File: src/rtl/scsi_seq_pkg.sv
package scsi_seq_pkg;

  typedef enum logic [3:0] {
    K_IGNORE,
    K_FLUSH,
    K_CHIPRST,
    K_BUSRST,
    K_XFER,
    K_CCS,
    K_MSGOK,
    K_SEL,
    K_SELSTOP
  } kind_e;

  typedef struct packed {
    logic  dma;
    kind_e kind;
  } dec_t;

  typedef enum logic {S_IDLE, S_WAIT} fsm_e;

  localparam logic [6:0] OP_FLUSH   = 7'h01;
  localparam logic [6:0] OP_CHIPRST = 7'h02;
  localparam logic [6:0] OP_BUSRST  = 7'h03;
  localparam logic [6:0] OP_XFER    = 7'h10;
  localparam logic [6:0] OP_CCS     = 7'h11;
  localparam logic [6:0] OP_MSGOK   = 7'h12;
  localparam logic [6:0] OP_SEL     = 7'h42;
  localparam logic [6:0] OP_SELSTOP = 7'h43;

  localparam logic [7:0] IC_FUNC_DONE = 8'h08;
  localparam logic [7:0] IC_SERVICE   = 8'h10;
  localparam logic [7:0] IC_DISCON    = 8'h20;
  localparam logic [7:0] IC_BUSRST    = 8'h80;

  localparam logic [6:0] ST_TC        = 7'h10;
  localparam logic [6:0] PH_DATA_OUT  = 7'h00;
  localparam logic [6:0] PH_DATA_IN   = 7'h01;
  localparam logic [6:0] PH_COMMAND   = 7'h02;
  localparam logic [6:0] PH_STATUS    = 7'h03;

  localparam logic [2:0] STEP_CMD_DONE = 3'd4;

endpackage

File: src/rtl/scsi_cmd_decode.sv
module scsi_cmd_decode
  import scsi_seq_pkg::*;
(
  input  logic [7:0] cmd_byte,
  output dec_t       dec
);

  always_comb begin
    dec.dma = cmd_byte[7];
    unique case (cmd_byte[6:0])
      OP_FLUSH:   dec.kind = K_FLUSH;
      OP_CHIPRST: dec.kind = K_CHIPRST;
      OP_BUSRST:  dec.kind = K_BUSRST;
      OP_XFER:    dec.kind = K_XFER;
      OP_CCS:     dec.kind = K_CCS;
      OP_MSGOK:   dec.kind = K_MSGOK;
      OP_SEL:     dec.kind = K_SEL;
      OP_SELSTOP: dec.kind = K_SELSTOP;
      default:    dec.kind = K_IGNORE;
    endcase
  end

endmodule

File: src/rtl/scsi_resp_push.sv
module scsi_resp_push (
  input  logic       clk,
  input  logic       rst_n,
  input  logic       start,
  input  logic       abort,
  input  logic [7:0] status_byte,
  output logic       push,
  output logic [7:0] push_data
);

  logic [1:0] left_q, left_d;
  logic [7:0] byte_q, byte_d;
  logic       upd;

  always_comb begin
    left_d = left_q;
    byte_d = byte_q;
    if (abort) begin
      left_d = 2'd0;
    end else if (start) begin
      left_d = 2'd2;
      byte_d = status_byte;
    end else if (left_q != 2'd0) begin
      left_d = left_q - 2'd1;
    end
  end

  assign upd = abort | start | (left_q != 2'd0);

  always_ff @(posedge clk or negedge rst_n) begin
    if (!rst_n) begin
      left_q <= 2'd0;
      byte_q <= 8'h00;
    end else if (upd) begin
      left_q <= left_d;
      byte_q <= byte_d;
    end
  end

  assign push      = (left_q != 2'd0);
  assign push_data = (left_q == 2'd2) ? byte_q : 8'h00;

endmodule

File: src/rtl/scsi_cmd_seq.sv
module scsi_cmd_seq
  import scsi_seq_pkg::*;
#(
  parameter int NTGT  = 8,
  parameter int LENW  = 17,
  parameter int FLAGW = 5,
  localparam int TGTW = (NTGT > 1) ? $clog2(NTGT) : 1
) (
  input  logic                   clk,
  input  logic                   rst_n,
  input  logic                   cmd_wr,
  input  logic [7:0]             cmd_data,
  input  logic [7:0]             bus_id,
  input  logic [7:0]             cfg1,
  input  logic [7:0]             dma_cmd_byte,
  input  logic                   intr_rd,
  input  logic [NTGT-1:0]        dev_present,
  output logic                   dev_issue,
  output logic [TGTW-1:0]        dev_target,
  output logic [2:0]             dev_lun,
  input  logic                   dev_ack,
  input  logic signed [LENW-1:0] dev_len,
  input  logic                   dev_done,
  input  logic [7:0]             dev_status,
  output logic                   fifo_clear,
  output logic                   fifo_push,
  output logic [7:0]             fifo_push_data,
  output logic                   xfer_start,
  output logic [7:0]             cmd_reg,
  output logic [7:0]             status_reg,
  output logic [7:0]             intr_reg,
  output logic [2:0]             seq_reg,
  output logic [FLAGW-1:0]       flags_reg,
  output logic                   irq
);

  localparam logic [FLAGW-1:0] FLAGS_RESP = FLAGW'(2);

  // reset synchronizer: assertion asynchronous, release on clock
  logic [1:0] rsync_q;
  logic       srst_n;

  always_ff @(posedge clk or negedge rst_n) begin
    if (!rst_n) rsync_q <= 2'b00;
    else        rsync_q <= {rsync_q[0], 1'b1};
  end
  assign srst_n = rsync_q[1];

  dec_t dec;
  scsi_cmd_decode u_dec (.cmd_byte(cmd_data), .dec(dec));

  fsm_e             st_q, st_d;
  logic [6:0]       stat_q, stat_d;
  logic             irq_q, irq_d;
  logic [7:0]       intr_q, intr_d;
  logic [2:0]       seq_q, seq_d;
  logic [FLAGW-1:0] flags_q, flags_d;
  logic [7:0]       cmd_q, cmd_d;
  logic             pend_q, pend_d;
  logic             act_q, act_d;
  logic [7:0]       last_q, last_d;
  logic [TGTW-1:0]  htgt_q, htgt_d;
  logic [2:0]       hlun_q, hlun_d;
  logic             issue_q, issue_d;
  logic             clr_q, clr_d;
  logic             xfer_q, xfer_d;
  logic             resp_go, resp_abort;

  logic [TGTW-1:0]  sel_tgt;
  logic             sel_ok;
  logic [2:0]       sel_lun;
  logic             len_nz, len_pos;
  logic             busy;

  assign sel_tgt = bus_id[TGTW-1:0];
  assign sel_ok  = (int'(sel_tgt) < NTGT) && dev_present[sel_tgt];
  assign sel_lun = dec.dma ? dma_cmd_byte[2:0] : 3'd0;
  assign len_nz  = (dev_len != '0);
  assign len_pos = len_nz && !dev_len[LENW-1];
  assign busy    = (st_q == S_WAIT);

  always_comb begin
    st_d    = st_q;
    stat_d  = stat_q;
    irq_d   = irq_q;
    intr_d  = intr_q;
    seq_d   = seq_q;
    flags_d = flags_q;
    cmd_d   = cmd_q;
    pend_d  = pend_q;
    act_d   = act_q;
    last_d  = last_q;
    htgt_d  = htgt_q;
    hlun_d  = hlun_q;
    issue_d = 1'b0;
    clr_d   = 1'b0;
    xfer_d  = 1'b0;
    resp_go = 1'b0;
    resp_abort = 1'b0;

    if (intr_rd) irq_d = 1'b0;

    if (cmd_wr && dec.kind == K_CHIPRST) begin
      st_d    = S_IDLE;
      stat_d  = '0;
      irq_d   = 1'b0;
      intr_d  = '0;
      seq_d   = '0;
      flags_d = '0;
      cmd_d   = '0;
      pend_d  = 1'b0;
      act_d   = 1'b0;
      last_d  = '0;
      htgt_d  = '0;
      hlun_d  = '0;
      clr_d   = 1'b1;
      resp_abort = 1'b1;
    end else if (busy) begin
      if (dev_ack) begin
        if (len_nz) stat_d = ST_TC | (len_pos ? PH_DATA_IN : PH_DATA_OUT);
        intr_d = IC_SERVICE | IC_FUNC_DONE;
        seq_d  = STEP_CMD_DONE;
        irq_d  = 1'b1;
        act_d  = 1'b1;
        st_d   = S_IDLE;
      end
    end else if (cmd_wr) begin
      cmd_d  = cmd_data;
      xfer_d = dec.dma;
      unique case (dec.kind)
        K_FLUSH: begin
          intr_d  = IC_FUNC_DONE;
          seq_d   = '0;
          flags_d = '0;
          clr_d   = 1'b1;
        end
        K_BUSRST: begin
          intr_d = IC_BUSRST;
          if (!cfg1[6]) irq_d = 1'b1;
        end
        K_XFER: begin
          if (pend_q) begin
            pend_d  = 1'b0;
            issue_d = 1'b1;
            st_d    = S_WAIT;
          end else if (dec.dma) begin
            stat_d[4] = 1'b0;
          end
        end
        K_CCS, K_MSGOK: begin
          resp_go = 1'b1;
          irq_d   = 1'b1;
          if (dec.dma) begin
            stat_d = ST_TC | PH_STATUS;
            intr_d = IC_SERVICE | IC_FUNC_DONE;
            seq_d  = STEP_CMD_DONE;
          end else begin
            flags_d = FLAGS_RESP;
          end
          if (dec.kind == K_MSGOK) begin
            intr_d = IC_DISCON;
            seq_d  = '0;
          end
        end
        K_SEL, K_SELSTOP: begin
          clr_d  = 1'b1;
          act_d  = 1'b0;
          pend_d = 1'b0;
          if (!sel_ok) begin
            stat_d = '0;
            intr_d = IC_DISCON;
            seq_d  = '0;
            irq_d  = 1'b1;
          end else begin
            htgt_d = sel_tgt;
            hlun_d = sel_lun;
            if (dec.kind == K_SEL) begin
              issue_d = 1'b1;
              st_d    = S_WAIT;
            end else begin
              pend_d = 1'b1;
              stat_d = ST_TC | PH_COMMAND;
              intr_d = IC_SERVICE | IC_FUNC_DONE;
              seq_d  = STEP_CMD_DONE;
              irq_d  = 1'b1;
            end
          end
        end
        default: ;
      endcase
    end else if (dev_done && act_q) begin
      last_d  = dev_status;
      stat_d  = ST_TC | PH_STATUS;
      intr_d  = IC_SERVICE;
      seq_d   = '0;
      flags_d = '0;
      irq_d   = 1'b1;
      act_d   = 1'b0;
    end
  end

  always_ff @(posedge clk or negedge srst_n) begin
    if (!srst_n) begin
      st_q    <= S_IDLE;
      stat_q  <= '0;
      irq_q   <= 1'b0;
      intr_q  <= '0;
      seq_q   <= '0;
      flags_q <= '0;
      cmd_q   <= '0;
      pend_q  <= 1'b0;
      act_q   <= 1'b0;
      last_q  <= '0;
      htgt_q  <= '0;
      hlun_q  <= '0;
      issue_q <= 1'b0;
      clr_q   <= 1'b0;
      xfer_q  <= 1'b0;
    end else begin
      st_q    <= st_d;
      stat_q  <= stat_d;
      irq_q   <= irq_d;
      intr_q  <= intr_d;
      seq_q   <= seq_d;
      flags_q <= flags_d;
      cmd_q   <= cmd_d;
      pend_q  <= pend_d;
      act_q   <= act_d;
      last_q  <= last_d;
      htgt_q  <= htgt_d;
      hlun_q  <= hlun_d;
      issue_q <= issue_d;
      clr_q   <= clr_d;
      xfer_q  <= xfer_d;
    end
  end

  scsi_resp_push u_resp (
    .clk(clk), .rst_n(srst_n), .start(resp_go), .abort(resp_abort),
    .status_byte(last_q), .push(fifo_push), .push_data(fifo_push_data)
  );

  assign dev_issue  = issue_q;
  assign dev_target = htgt_q;
  assign dev_lun    = hlun_q;
  assign fifo_clear = clr_q;
  assign xfer_start = xfer_q;
  assign cmd_reg    = cmd_q;
  assign status_reg = {irq_q, stat_q};
  assign intr_reg   = intr_q;
  assign seq_reg    = seq_q;
  assign flags_reg  = flags_q;
  assign irq        = irq_q;

endmodule

File: config.mk
export PLATFORM = sky130hd
export DESIGN_NAME = scsi_cmd_seq
export DESIGN_NICKNAME = d
export VERILOG_FILES = /design/src/rtl/scsi_seq_pkg.sv /design/src/rtl/scsi_cmd_decode.sv /design/src/rtl/scsi_resp_push.sv /design/src/rtl/scsi_cmd_seq.sv
export SDC_FILE = /design/constraint.sdc
export NUM_CORES = 1
export LEC_CHECK = 0
export BUFFER_PORTS_ARGS = -buffer_cell sky130_fd_sc_hd__buf_2
export CORE_ASPECT_RATIO = 1.75
export CORE_MARGIN = 2
export CORE_UTILIZATION = 48
export CTS_CLUSTER_SIZE = 30
export DETAILED_ROUTE_END_ITERATION = 10
export PLACE_DENSITY_LB_ADDON = 0.08
export SLEW_MARGIN = 25
export SYNTH_ARGS = -nofsm -noshare
export SYNTH_HDL_FRONTEND = slang
export SYNTH_HIERARCHICAL = 1
export SYNTH_SLANG_ARGS = --single-unit
File: constraint.sdc
create_clock -name clk -period 1.9 [get_ports clk]
set_clock_uncertainty 0.15 [all_clocks]
set_input_delay 0.19 -clock clk [delete_from_list [all_inputs] [get_ports clk]]
set_output_delay 0.19 -clock clk [all_outputs]
set_load 0.05 [all_outputs]
==> impl_metrics.tcl <==
set metrics [dict create \
    critical_path_required_ns 1.95 \
    io_buffers 90 \
    syn_area_mm2 0.00287 \
    grt_max_degree 28 \
    fill_cells 436 \
    initial_core_util_pct 49.2 \
    criticalPathCategory "in -> reg" \
    io_pins 122 \
    power.switching_w 0.000980 \
    grt_antenna_before_repair 0 \
    rows 37 \
    cts_buffers 5 \
    yosysSeqAreaShare_pct 43.6 \
    cp.depth 10 \
    slew_headroom_pct 65.0 \
    fin_crit_ns 2.18 \
    dr.pass1.iters 4 \
    async_reset_ff_share_pct 100 \
    vias 2801 \
    final_util_pct 75.9 \
    cp_slowest_stage_delay_ns 0.45 \
    clockRootBuffer "clkbuf_8" \
    power_leakage_nw 2.15 \
    dieHeight_um 106 \
    mostFrequentLayoutCell "buf_2" \
    rsz0062_at_grt "yes" \
    core-area_mm2 0.00583 \
    crit_chain "buf_8, nand3b_1, nor2_2, o21a_2, nor4b_4, a21o_1, buf_6, o311ai_4, nor3_4, mux2_4" \
    hp-class "in -> async" \
    ys.flop_type "dfrtp_1" \
    dr.first_iter.drc_count 142 \
    period_share_pct 115 \
    maxCapViolCount 0 \
    synth.avg_cell_area_um2 9.90 \
    antennaDiodeCount 0 \
    synth-seq-cells 50 \
    cts_buffer_depth 2 \
    numClockSinks 50 \
    slowest_stage "nor4b_4" \
    cpLargestDelayFamily "simple AND/OR/NAND/NOR gates" \
    p_sw_share_pct 34.7 \
    clock_latency_ns 0.31 \
    power_density_mw_per_mm2 639 \
    synth_area_leaders "dfrtp_1 (44%), a21oi_1 (4.9%), buf_4 (4.2%), mux2_4 (4.2%), nand2_1 (4.2%)" \
    synth_edf_count 0 \
    final_cell_mix "buf_2 (85), buf_4 (55), dfrtp_1 (49)" \
    fin_ws_ns -0.283 \
    dpl_cell_area_mm2 0.00384 \
    drive_gt1_share_pct 49.8 \
    die_width_um 62.5 \
    design_area_mm2 0.00443 \
    final_max_slew_viol_count 0 \
    track_usage_pct 26.4 \
    outcome "finished with violations" \
    clkTransAtPathRegs_ns 0.08 \
    ys.warnings.count 6 \
    hpwl_um 6330 \
    violations "setup timing" \
    grt.overflow.total 0 \
    finalPower_w 0.00283 \
    syn_to_final_growth_pct 54.2 \
    drtAntennaViolNets 0 \
    finalHoldViolations 0 \
    crit_buf_inv 2 \
    p_seq_share_pct 44.7 \
    synth_cell_types 59 \
    reg2reg_depth 6 \
    clkPwrFrac_pct 22.5 \
    post_drt_wl_per_cell_um 16.0 \
    viasPerCell 5.25 \
    synth_top_area_share_pct 43.6 \
    setup_viol 23 \
    max_freq_ghz 0.458 \
    grt_pass1_vias 2912 \
    worstMarginPinSlew_ns 0.526 \
    die_area_mm2 0.00664 \
    critPathMaxFanout 6 \
    nets 528 \
    critPathCaptureType "register" \
    crit_arrival_ns 2.23 \
    pwr-share-comb_pct 32.8 \
    cp-start-kind "primary input" \
    routabilityCongestion 0.956 \
    syn_inst 290 \
    peakVddDrop_uv 515 \
    drcViolationCount 0 \
    routed_wl_um 8550 \
    intPower_w 0.00185 \
    cts_tree "yes" \
    yosys.area.top_type "dfrtp_1" \
    grt_pass1_wl_um 13500 \
    h-tree-depth 2 \
]
worst register-to-register path, cell delays in order, from the launching register on:
cell and delay (ns):
dfrtp_1 0.42, nand2b_1 0.23, nor3_1 0.26, buf_4 0.16, nor2b_4 0.16, buf_12 0.15, mux2_4 0.30
stage by stage:
stage,worst slack (ns),instances,hold slack [ns],TNS (ns)
floorplan,-0.390,303,-0.256,-6.28
global placement,-0.636,503,-0.175,-16.28
detailed placement,-0.692,503,-0.174,-18.42
CTS,-0.259,534,0.0290,-3.88
global route,-0.367,534,0.0332,-6.49
finish,-0.283,534,0.0260,-4.36
cell usage after synthesis (2+ instances only):
library cell  number
mux2_4             8
o21ai_0            5
nand4b_1           2
inv_1              8
xor2_1             3
conb_1             2
and2_1             9
a211oi_1           2
buf_2              3
o311ai_1           2
nor2_1            16
ha_1               2
mux2_2             2
o22ai_1            3
nand3b_1           2
o21ai_1            4
clkbuf_1           7
nor2b_1            3
mux4_2             2
nand3_1            5
nor4_1             6
nand2_1           32
a22o_1             8
dfrtp_1           50
mux2i_1            5
mux2_1             3
nor3_1             7
buf_4             16
nor3_4             2
a21oi_1           28
o21a_1             6
nand2b_1          10
worst paths after layout:
path,startpoint,to,slack [ns]
min in group clk,dev_ack,act_q,0.05
max reg2reg,busy,u_resp/byte_q[4],-0.05
max,cmd_data[4],intr_reg[4],-0.28
min reg2reg,rsync_q[1],cmd_reg[5],0.10
min,rst_n,rsync_q[0],0.03
max in group asynchronous,rsync_q[1],busy,0.98
what timing repair did:
item	4_1_cts	5_1_grt
hold buffers	15	0
gates resized for setup	38	26
pin swaps	16	15
hold endpoints to repair	16	0
buffers inserted	9	1
endpoints found under the setup margin	25	42
gates cloned	1	0
power by group through the flow:
stage | clock network (W) | registers (W) | logic (W)
floorplan | 0 | 0.00141 | 0.000467
global placement | 0 | 0.00128 | 0.000829
detailed placement | 0 | 0.00128 | 0.000847
CTS | 0.000659 | 0.00127 | 0.000907
global route | 0.000689 | 0.00128 | 0.00101
finish | 0.000635 | 0.00127 | 0.000927
cell type report:
| type | count | area [um2] | area share (%) |
|---|---|---|---|
| clock buffer | 7 | 86.3 | 1.95 |
| inverter | 9 | 33.8 | 0.763 |
| tap | 78 | 97.6 | 2.20 |
| multi-input combinational | 216 | 1710 | 38.6 |
| timing repair buffer | 173 | 1240 | 28.1 |
| clock inverter | 1 | 5.00 | 0.113 |
| sequential | 50 | 1250 | 28.3 |
metal layers:
metal | track usage, % | wire, um | vias up
met2 | 53.9 | 5040 | 91
met5 | 0 | 0 | -
li1 | - | - | 1321
met3 | 4.02 | 300 | 25
met1 | 24.4 | 2910 | 1364
met4 | 12.9 | 306 | 0
logic make-up after synthesis:
group | synth area share [%]
AO/OA/AOI/OAI | 14.8
XOR/XNOR | 0.915
adder cells (fa/ha/maj) | 1.22
buffers and inverters | 7.32
flip-flops | 43.6
multiplexers | 9.93
other | 0.262
AND/OR/NAND/NOR | 22.0
No activity file was read; power rests on OpenSTA's default activity.
